--- config.mk ---
export PLATFORM = sky130hd
export DESIGN_NAME = uart_irq_ctrl
export DESIGN_NICKNAME = d
export VERILOG_FILES = /design/src/rtl/uart_irq_pkg.sv /design/src/rtl/uart_irq_datapath.sv /design/src/rtl/uart_irq_control.sv /design/src/rtl/uart_irq_ctrl.sv
export SDC_FILE = /design/constraint.sdc
export NUM_CORES = 1
export LEC_CHECK = 0
export ABC_AREA = 1
export CAP_MARGIN = 20
export CELL_PAD_IN_SITES_DETAIL_PLACEMENT = 1
export CELL_PAD_IN_SITES_GLOBAL_PLACEMENT = 2
export CORE_UTILIZATION = 34
export DETAILED_ROUTE_END_ITERATION = 8
export DONT_BUFFER_PORTS = 1
export PLACE_DENSITY = 0.77
export SLEW_MARGIN = 40
export SYNTH_ARGS = -nofsm -noshare
export SYNTH_HDL_FRONTEND = slang
export SYNTH_SLANG_ARGS = --single-unit
--- constraint.sdc ---
create_clock -name clk -period 2.6 [get_ports clk]
set_clock_uncertainty 0.15 [all_clocks]
set_input_delay 0.52 -clock clk [delete_from_list [all_inputs] [get_ports clk]]
set_output_delay 0.52 -clock clk [all_outputs]
set_load 0.1 [all_outputs]
--- src/rtl/uart_irq_pkg.sv ---
package uart_irq_pkg;
  localparam int DATA_W  = 8;
  localparam int NUM_SRC = 8;
  localparam int NUM_ERR = 3;

  // enable bit positions (software-visible)
  localparam int SRC_RXH = 0;
  localparam int SRC_THR = 1;
  localparam int SRC_BRK = 2;
  localparam int SRC_OVR = 3;
  localparam int SRC_FRM = 4;
  localparam int SRC_PAR = 5;
  localparam int SRC_TMO = 6;
  localparam int SRC_TXE = 7;

  typedef struct packed {
    logic enWr;    // write enable register
    logic thrWr;   // write data location
    logic rhrRd;   // read data location
    logic stsClr;  // write clear location
    logic rdData;  // read mux selects data
    logic rdIen;   // read mux selects enable register
  } strobe_t;
endpackage

--- src/rtl/uart_irq_datapath.sv ---
module uart_irq_datapath
  import uart_irq_pkg::*;
(
  input  logic              clk,
  input  logic              rstN,
  input  strobe_t           strb,
  input  logic [DATA_W-1:0] busWdata,
  input  logic [DATA_W-1:0] rxHold,
  output logic [DATA_W-1:0] enReg,
  output logic [DATA_W-1:0] busRdata,
  output logic [DATA_W-1:0] txHold,
  output logic              txLoad
);
  always_ff @(posedge clk or negedge rstN) begin
    if (!rstN) begin
      enReg  <= '0;
      txHold <= '0;
      txLoad <= 1'b0;
    end else begin
      if (strb.enWr)  enReg  <= busWdata;
      if (strb.thrWr) txHold <= busWdata;
      txLoad <= strb.thrWr;
    end
  end

  always_comb begin
    busRdata = '0;
    if (strb.rdData)     busRdata = rxHold;
    else if (strb.rdIen) busRdata = enReg;
  end

  // enable register only changes on its write strobe
  a_r2_en_hold: assert property (@(posedge clk) disable iff (!rstN)
    !strb.enWr |=> $stable(enReg));
  // load strobe only follows a data write
  a_r3_txload_src: assert property (@(posedge clk) disable iff (!rstN)
    txLoad |-> $past(strb.thrWr));
endmodule

--- src/rtl/uart_irq_control.sv ---
module uart_irq_control
  import uart_irq_pkg::*;
#(
  parameter int ADDR_W   = 4,
  parameter int OFF_DATA = 0,
  parameter int OFF_IEN  = 4,
  parameter int OFF_CLR  = 8
)(
  input  logic              clk,
  input  logic              rstN,
  input  logic              busSel,
  input  logic              busWrite,
  input  logic [ADDR_W-1:0] busAddr,
  input  logic [DATA_W-1:0] enReg,
  input  logic              rxLoad,
  input  logic              rxTrigger,
  input  logic              rxTimeout,
  input  logic              rxBreak,
  input  logic              parityErr,
  input  logic              frameErr,
  input  logic              overrunErr,
  input  logic              thrEmpty,
  input  logic              tsrEmpty,
  input  logic              thrXfer,
  input  logic              cpuIntEn,
  output strobe_t           strb,
  output logic              irq
);
  localparam logic [ADDR_W-1:0] ADR_DATA = ADDR_W'(OFF_DATA);
  localparam logic [ADDR_W-1:0] ADR_IEN  = ADDR_W'(OFF_IEN);
  localparam logic [ADDR_W-1:0] ADR_CLR  = ADDR_W'(OFF_CLR);

  logic hitData, hitIen, hitClr;
  assign hitData = busSel && (busAddr == ADR_DATA);
  assign hitIen  = busSel && (busAddr == ADR_IEN);
  assign hitClr  = busSel && (busAddr == ADR_CLR);

  always_comb begin
    strb        = '0;
    strb.enWr   = hitIen  &&  busWrite;
    strb.thrWr  = hitData &&  busWrite;
    strb.rhrRd  = hitData && !busWrite;
    strb.stsClr = hitClr  &&  busWrite;
    strb.rdData = hitData && !busWrite;
    strb.rdIen  = hitIen  && !busWrite;
  end

  // pending flags
  logic rxPend, thrPend;
  always_ff @(posedge clk or negedge rstN) begin
    if (!rstN) begin
      rxPend  <= 1'b0;
      thrPend <= 1'b0;
    end else begin
      if (rxLoad)          rxPend <= 1'b1;
      else if (strb.rhrRd) rxPend <= 1'b0;
      if (!enReg[SRC_THR]) thrPend <= 1'b0;
      else if (thrXfer)    thrPend <= 1'b1;
      else if (strb.thrWr) thrPend <= 1'b0;
    end
  end

  // sticky line errors: index 0 overrun, 1 framing, 2 parity
  logic [NUM_ERR-1:0] errPulse, errFlag;
  assign errPulse = {parityErr, frameErr, overrunErr};

  for (genvar g = 0; g < NUM_ERR; g++) begin : gErr
    always_ff @(posedge clk or negedge rstN) begin
      if (!rstN)                errFlag[g] <= 1'b0;
      else if (errPulse[g])     errFlag[g] <= 1'b1;
      else if (strb.stsClr)     errFlag[g] <= 1'b0;
    end
    // a set flag survives until the clear write
    a_r8_sticky: assert property (@(posedge clk) disable iff (!rstN)
      errFlag[g] && !strb.stsClr |=> errFlag[g]);
  end

  logic [NUM_SRC-1:0] cond;
  always_comb begin
    cond          = '0;
    cond[SRC_RXH] = rxPend || rxTrigger;
    cond[SRC_THR] = thrPend;
    cond[SRC_BRK] = rxBreak;
    cond[SRC_OVR] = errFlag[0];
    cond[SRC_FRM] = errFlag[1];
    cond[SRC_PAR] = errFlag[2];
    cond[SRC_TMO] = rxTimeout;
    cond[SRC_TXE] = thrEmpty && tsrEmpty;
  end

  always_ff @(posedge clk or negedge rstN) begin
    if (!rstN) irq <= 1'b0;
    else       irq <= cpuIntEn && |(enReg[NUM_SRC-1:0] & cond);
  end

  // pending transfer flag is held clear while disabled
  a_r5_thr_disabled: assert property (@(posedge clk) disable iff (!rstN)
    !enReg[SRC_THR] |=> !thrPend);
  // global gate
  a_r9_gate: assert property (@(posedge clk) disable iff (!rstN)
    !cpuIntEn |=> !irq);
  // nothing enabled, nothing requested
  a_r10_no_enable: assert property (@(posedge clk) disable iff (!rstN)
    (enReg == '0) |=> !irq);
  // unread data flag only rises on a load pulse
  a_r4_rx_rise: assert property (@(posedge clk) disable iff (!rstN)
    $rose(rxPend) |-> $past(rxLoad));
endmodule

--- src/rtl/uart_irq_ctrl.sv ---
module uart_irq_ctrl
  import uart_irq_pkg::*;
#(
  parameter int ADDR_W   = 4,
  parameter int OFF_DATA = 0,
  parameter int OFF_IEN  = 4,
  parameter int OFF_CLR  = 8
)(
  input  logic              clk,
  input  logic              rstN,
  input  logic              busSel,
  input  logic              busWrite,
  input  logic [ADDR_W-1:0] busAddr,
  input  logic [DATA_W-1:0] busWdata,
  output logic [DATA_W-1:0] busRdata,
  input  logic [DATA_W-1:0] rxHold,
  input  logic              rxLoad,
  input  logic              rxTrigger,
  input  logic              rxTimeout,
  input  logic              rxBreak,
  input  logic              parityErr,
  input  logic              frameErr,
  input  logic              overrunErr,
  input  logic              thrEmpty,
  input  logic              tsrEmpty,
  input  logic              thrXfer,
  input  logic              cpuIntEn,
  output logic [DATA_W-1:0] txHold,
  output logic              txLoad,
  output logic              irq
);
  strobe_t           strb;
  logic [DATA_W-1:0] enReg;

  uart_irq_control #(
    .ADDR_W(ADDR_W), .OFF_DATA(OFF_DATA), .OFF_IEN(OFF_IEN), .OFF_CLR(OFF_CLR)
  ) uCtl (
    .clk(clk), .rstN(rstN), .busSel(busSel), .busWrite(busWrite),
    .busAddr(busAddr), .enReg(enReg), .rxLoad(rxLoad), .rxTrigger(rxTrigger),
    .rxTimeout(rxTimeout), .rxBreak(rxBreak), .parityErr(parityErr),
    .frameErr(frameErr), .overrunErr(overrunErr), .thrEmpty(thrEmpty),
    .tsrEmpty(tsrEmpty), .thrXfer(thrXfer), .cpuIntEn(cpuIntEn),
    .strb(strb), .irq(irq)
  );

  uart_irq_datapath uDp (
    .clk(clk), .rstN(rstN), .strb(strb), .busWdata(busWdata),
    .rxHold(rxHold), .enReg(enReg), .busRdata(busRdata),
    .txHold(txHold), .txLoad(txLoad)
  );

  // clear location and holes read as zero
  a_r11_clr_reads_zero: assert property (@(posedge clk) disable iff (!rstN)
    busSel && !busWrite && (busAddr == ADDR_W'(OFF_CLR)) |-> busRdata == '0);
endmodule

==> metrics.txt <==
status=finished clean; DR vias=between 900 and 1000; commonest non-fill, non-tap cells in the layout=nand2_1, dfrtp_1, nand3_1, inv_1, buf_4; gpl congestion=just over 0.7; Tcrit/Tclk final=about nine tenths; area grow syn2layout=26.3%; DRC=0; Sum Neg Setup Slack=0 ns; clock buffer count from CTS=3; Gates resized, CTS repair=0; CP max FO=13; Synth area leaders=dfrtp_1, nand2_1, nand3_1; Congestion Overflow GR=0; RSZ-0062 raised after global routing=false; Die ar.=3570 um2; CTS tree=done; WP data arrival=1.63 ns; slew of the pin with the lowest slew margin=between 0.5 and 0.6 ns; Post-Route WL=slightly below 3000 um; static leakage=between 0.7 and 0.8 nW; Pins Over Slew Limit=0; commonest non-fill, non-tap cell in the layout=nand2_1; slew margin rel.=about two thirds; Ports=53; post-synth top area share=roughly half; PortBufs=0; die height=approximately 60 um; Setup CP Type=in2out; Yosys reg bits=23; clk sink count=23; CTS max path bufs=2; PwrDens=roughly 700 nW/um2; mapped cell area=~1100 um2; first-pass GRT wire length=4750 um; Fin. Hold Viols=0; synthesized area per cell=roughly 7.9 um2; vias in the first global route=about 1100; H-tree levels=1; worst skew pair latency=0.30 ns; Starting Density=between 30% and 40%; max-cap violation count=0; initial drt markers=46; DIE WIDTH=between 50 and 60 um; VDD IR max=0.379 mV; largest net degree at the start of global routing=24; fmax=around 430 MHz; cells after synthesis=143; Setup Buffers After CTS=0; Tot GR Track Use=a little under a fifth; Fillers=~410; Design Power=between 0.9 and 1 mW; diode count=0; drt via density=roughly 4.8; Net count, final=between 150 and 200; endpoint class of the critical path=output pin; net count after synthesis=~180; Antenna Nets Post-Route=0; synth warn=0; Startpoint Class=primary input; wire per inst=~14 um; CTS root buffer=clkbuf_4; share of layout cells above drive strength 1=a little over a fifth; Seq/Total Area, Yosys=50.8%; R2R setup slack=1.55 ns; Rows=20; initial antenna violation count=0; min Tclk post-route=2.30 ns; Synth area leader=dfrtp_1; Tightest Hold Check Type=in2async; Core ar.=a little over 3000 um2; cts hold-fix bufs=1; total iterations of the first detailed-routing run=4; HPWL after DPL=2330 um; CTS clk-pin slew, worst paths=0.13 ns; Crit path required time=roughly 1.9 ns; count of different cell masters after synthesis=16; Final setup viols=0
[path summary, 6_finish.rpt]
kind / depth (start not counted) / end / start
min: 1 / uCtl.rxPend / rstN
max in group asynchronous: 1 / uDp.txLoad / rstN
max reg2reg: 4 / uCtl.irq / uCtl.rxPend
min reg2reg: 2 / uCtl.rxPend / uCtl.rxPend
max: 6 / busRdata[7] / busAddr[1]
min in group clk: 2 / uCtl.irq / cpuIntEn
[cell families (layout without fill, tap and decap cells)]
| family | count (synthesis) | count (layout) | synth area share (%) |
|---|---|---|---|
| AO/OA/AOI/OAI | 13 | 13 | 9.06 |
| buffers and inverters | 22 | 42 | 8.73 |
| flip-flops | 23 | 23 | 50.8 |
| AND/OR/NAND/NOR | 85 | 85 | 31.4 |
[layout make-up]
cell class              instances  area [um2]  area share (%)
clock buffers                   4        26.3            1.84
inverters                      18        67.6            4.72
multi-input cells              98         458            32.0
flip-flops and latches         23         576            40.2
well taps                      44        55.1            3.85
repair buffers                 20         248            17.3
[Yosys cell counts (all sizes together)]
cell type / instances
nor3: 1
o21bai: 3
clkbuf: 1
nor2: 7
o21ai: 9
a21oi: 1
nand2: 54
dfrtp: 23
nand3: 22
nand4: 1
inv: 18
buf: 3
[per-layer routing]
| metal | wire [um] | GRT usage (%) |
|---|---|---|
| met5 | 0 | 0 |
| met4 | 17 | 5.65 |
| met3 | 220 | 4.98 |
| met2 | 1430 | 31.3 |
| met1 | 1240 | 22.4 |
[power by group]
| part | internal [mW] | switching [mW] | leakage, nW |
|---|---|---|---|
| Combinational | 0.0785 | 0.288 | 0.480 |
| Sequential | 0.409 | 0.0301 | 0.283 |
| Clock | 0.0598 | 0.107 | 0.0150 |
[state kept, by name, indices dropped and copies added (netlist names)]
signal and count:
uCtl.cond 3, uDp.txHold 8, uCtl.thrPend 1, uDp.txLoad 1
uDp.enReg 8, uCtl.rxPend 1, uCtl.irq 1
[worst max-delay path: stages]
cell	delay, ns
nor2_1	0.13
nand2_1	0.11
nor2_2	0.39
nand3_1	0.14
nand2_1	0.15
buf_12	0.18
[per-stage QoR]
stage          util [%]  cells  hold slack [ns]  instance area (um2)  setup WS [ns]
2_1_floorplan         -    143           0.0744                 1130          0.146
3_3_place_gp       45.1    202           0.0749                 1400          0.346
3_5_place_dp       45.1    202           0.0747                 1400          0.296
4_1_cts            46.3    207            0.155                 1440          0.292
5_1_grt            46.1    207           0.0330                 1430          0.133
6_report           46.1    207           0.0181                 1430          0.298
Note: power is estimated with default switching activity, not from simulation.
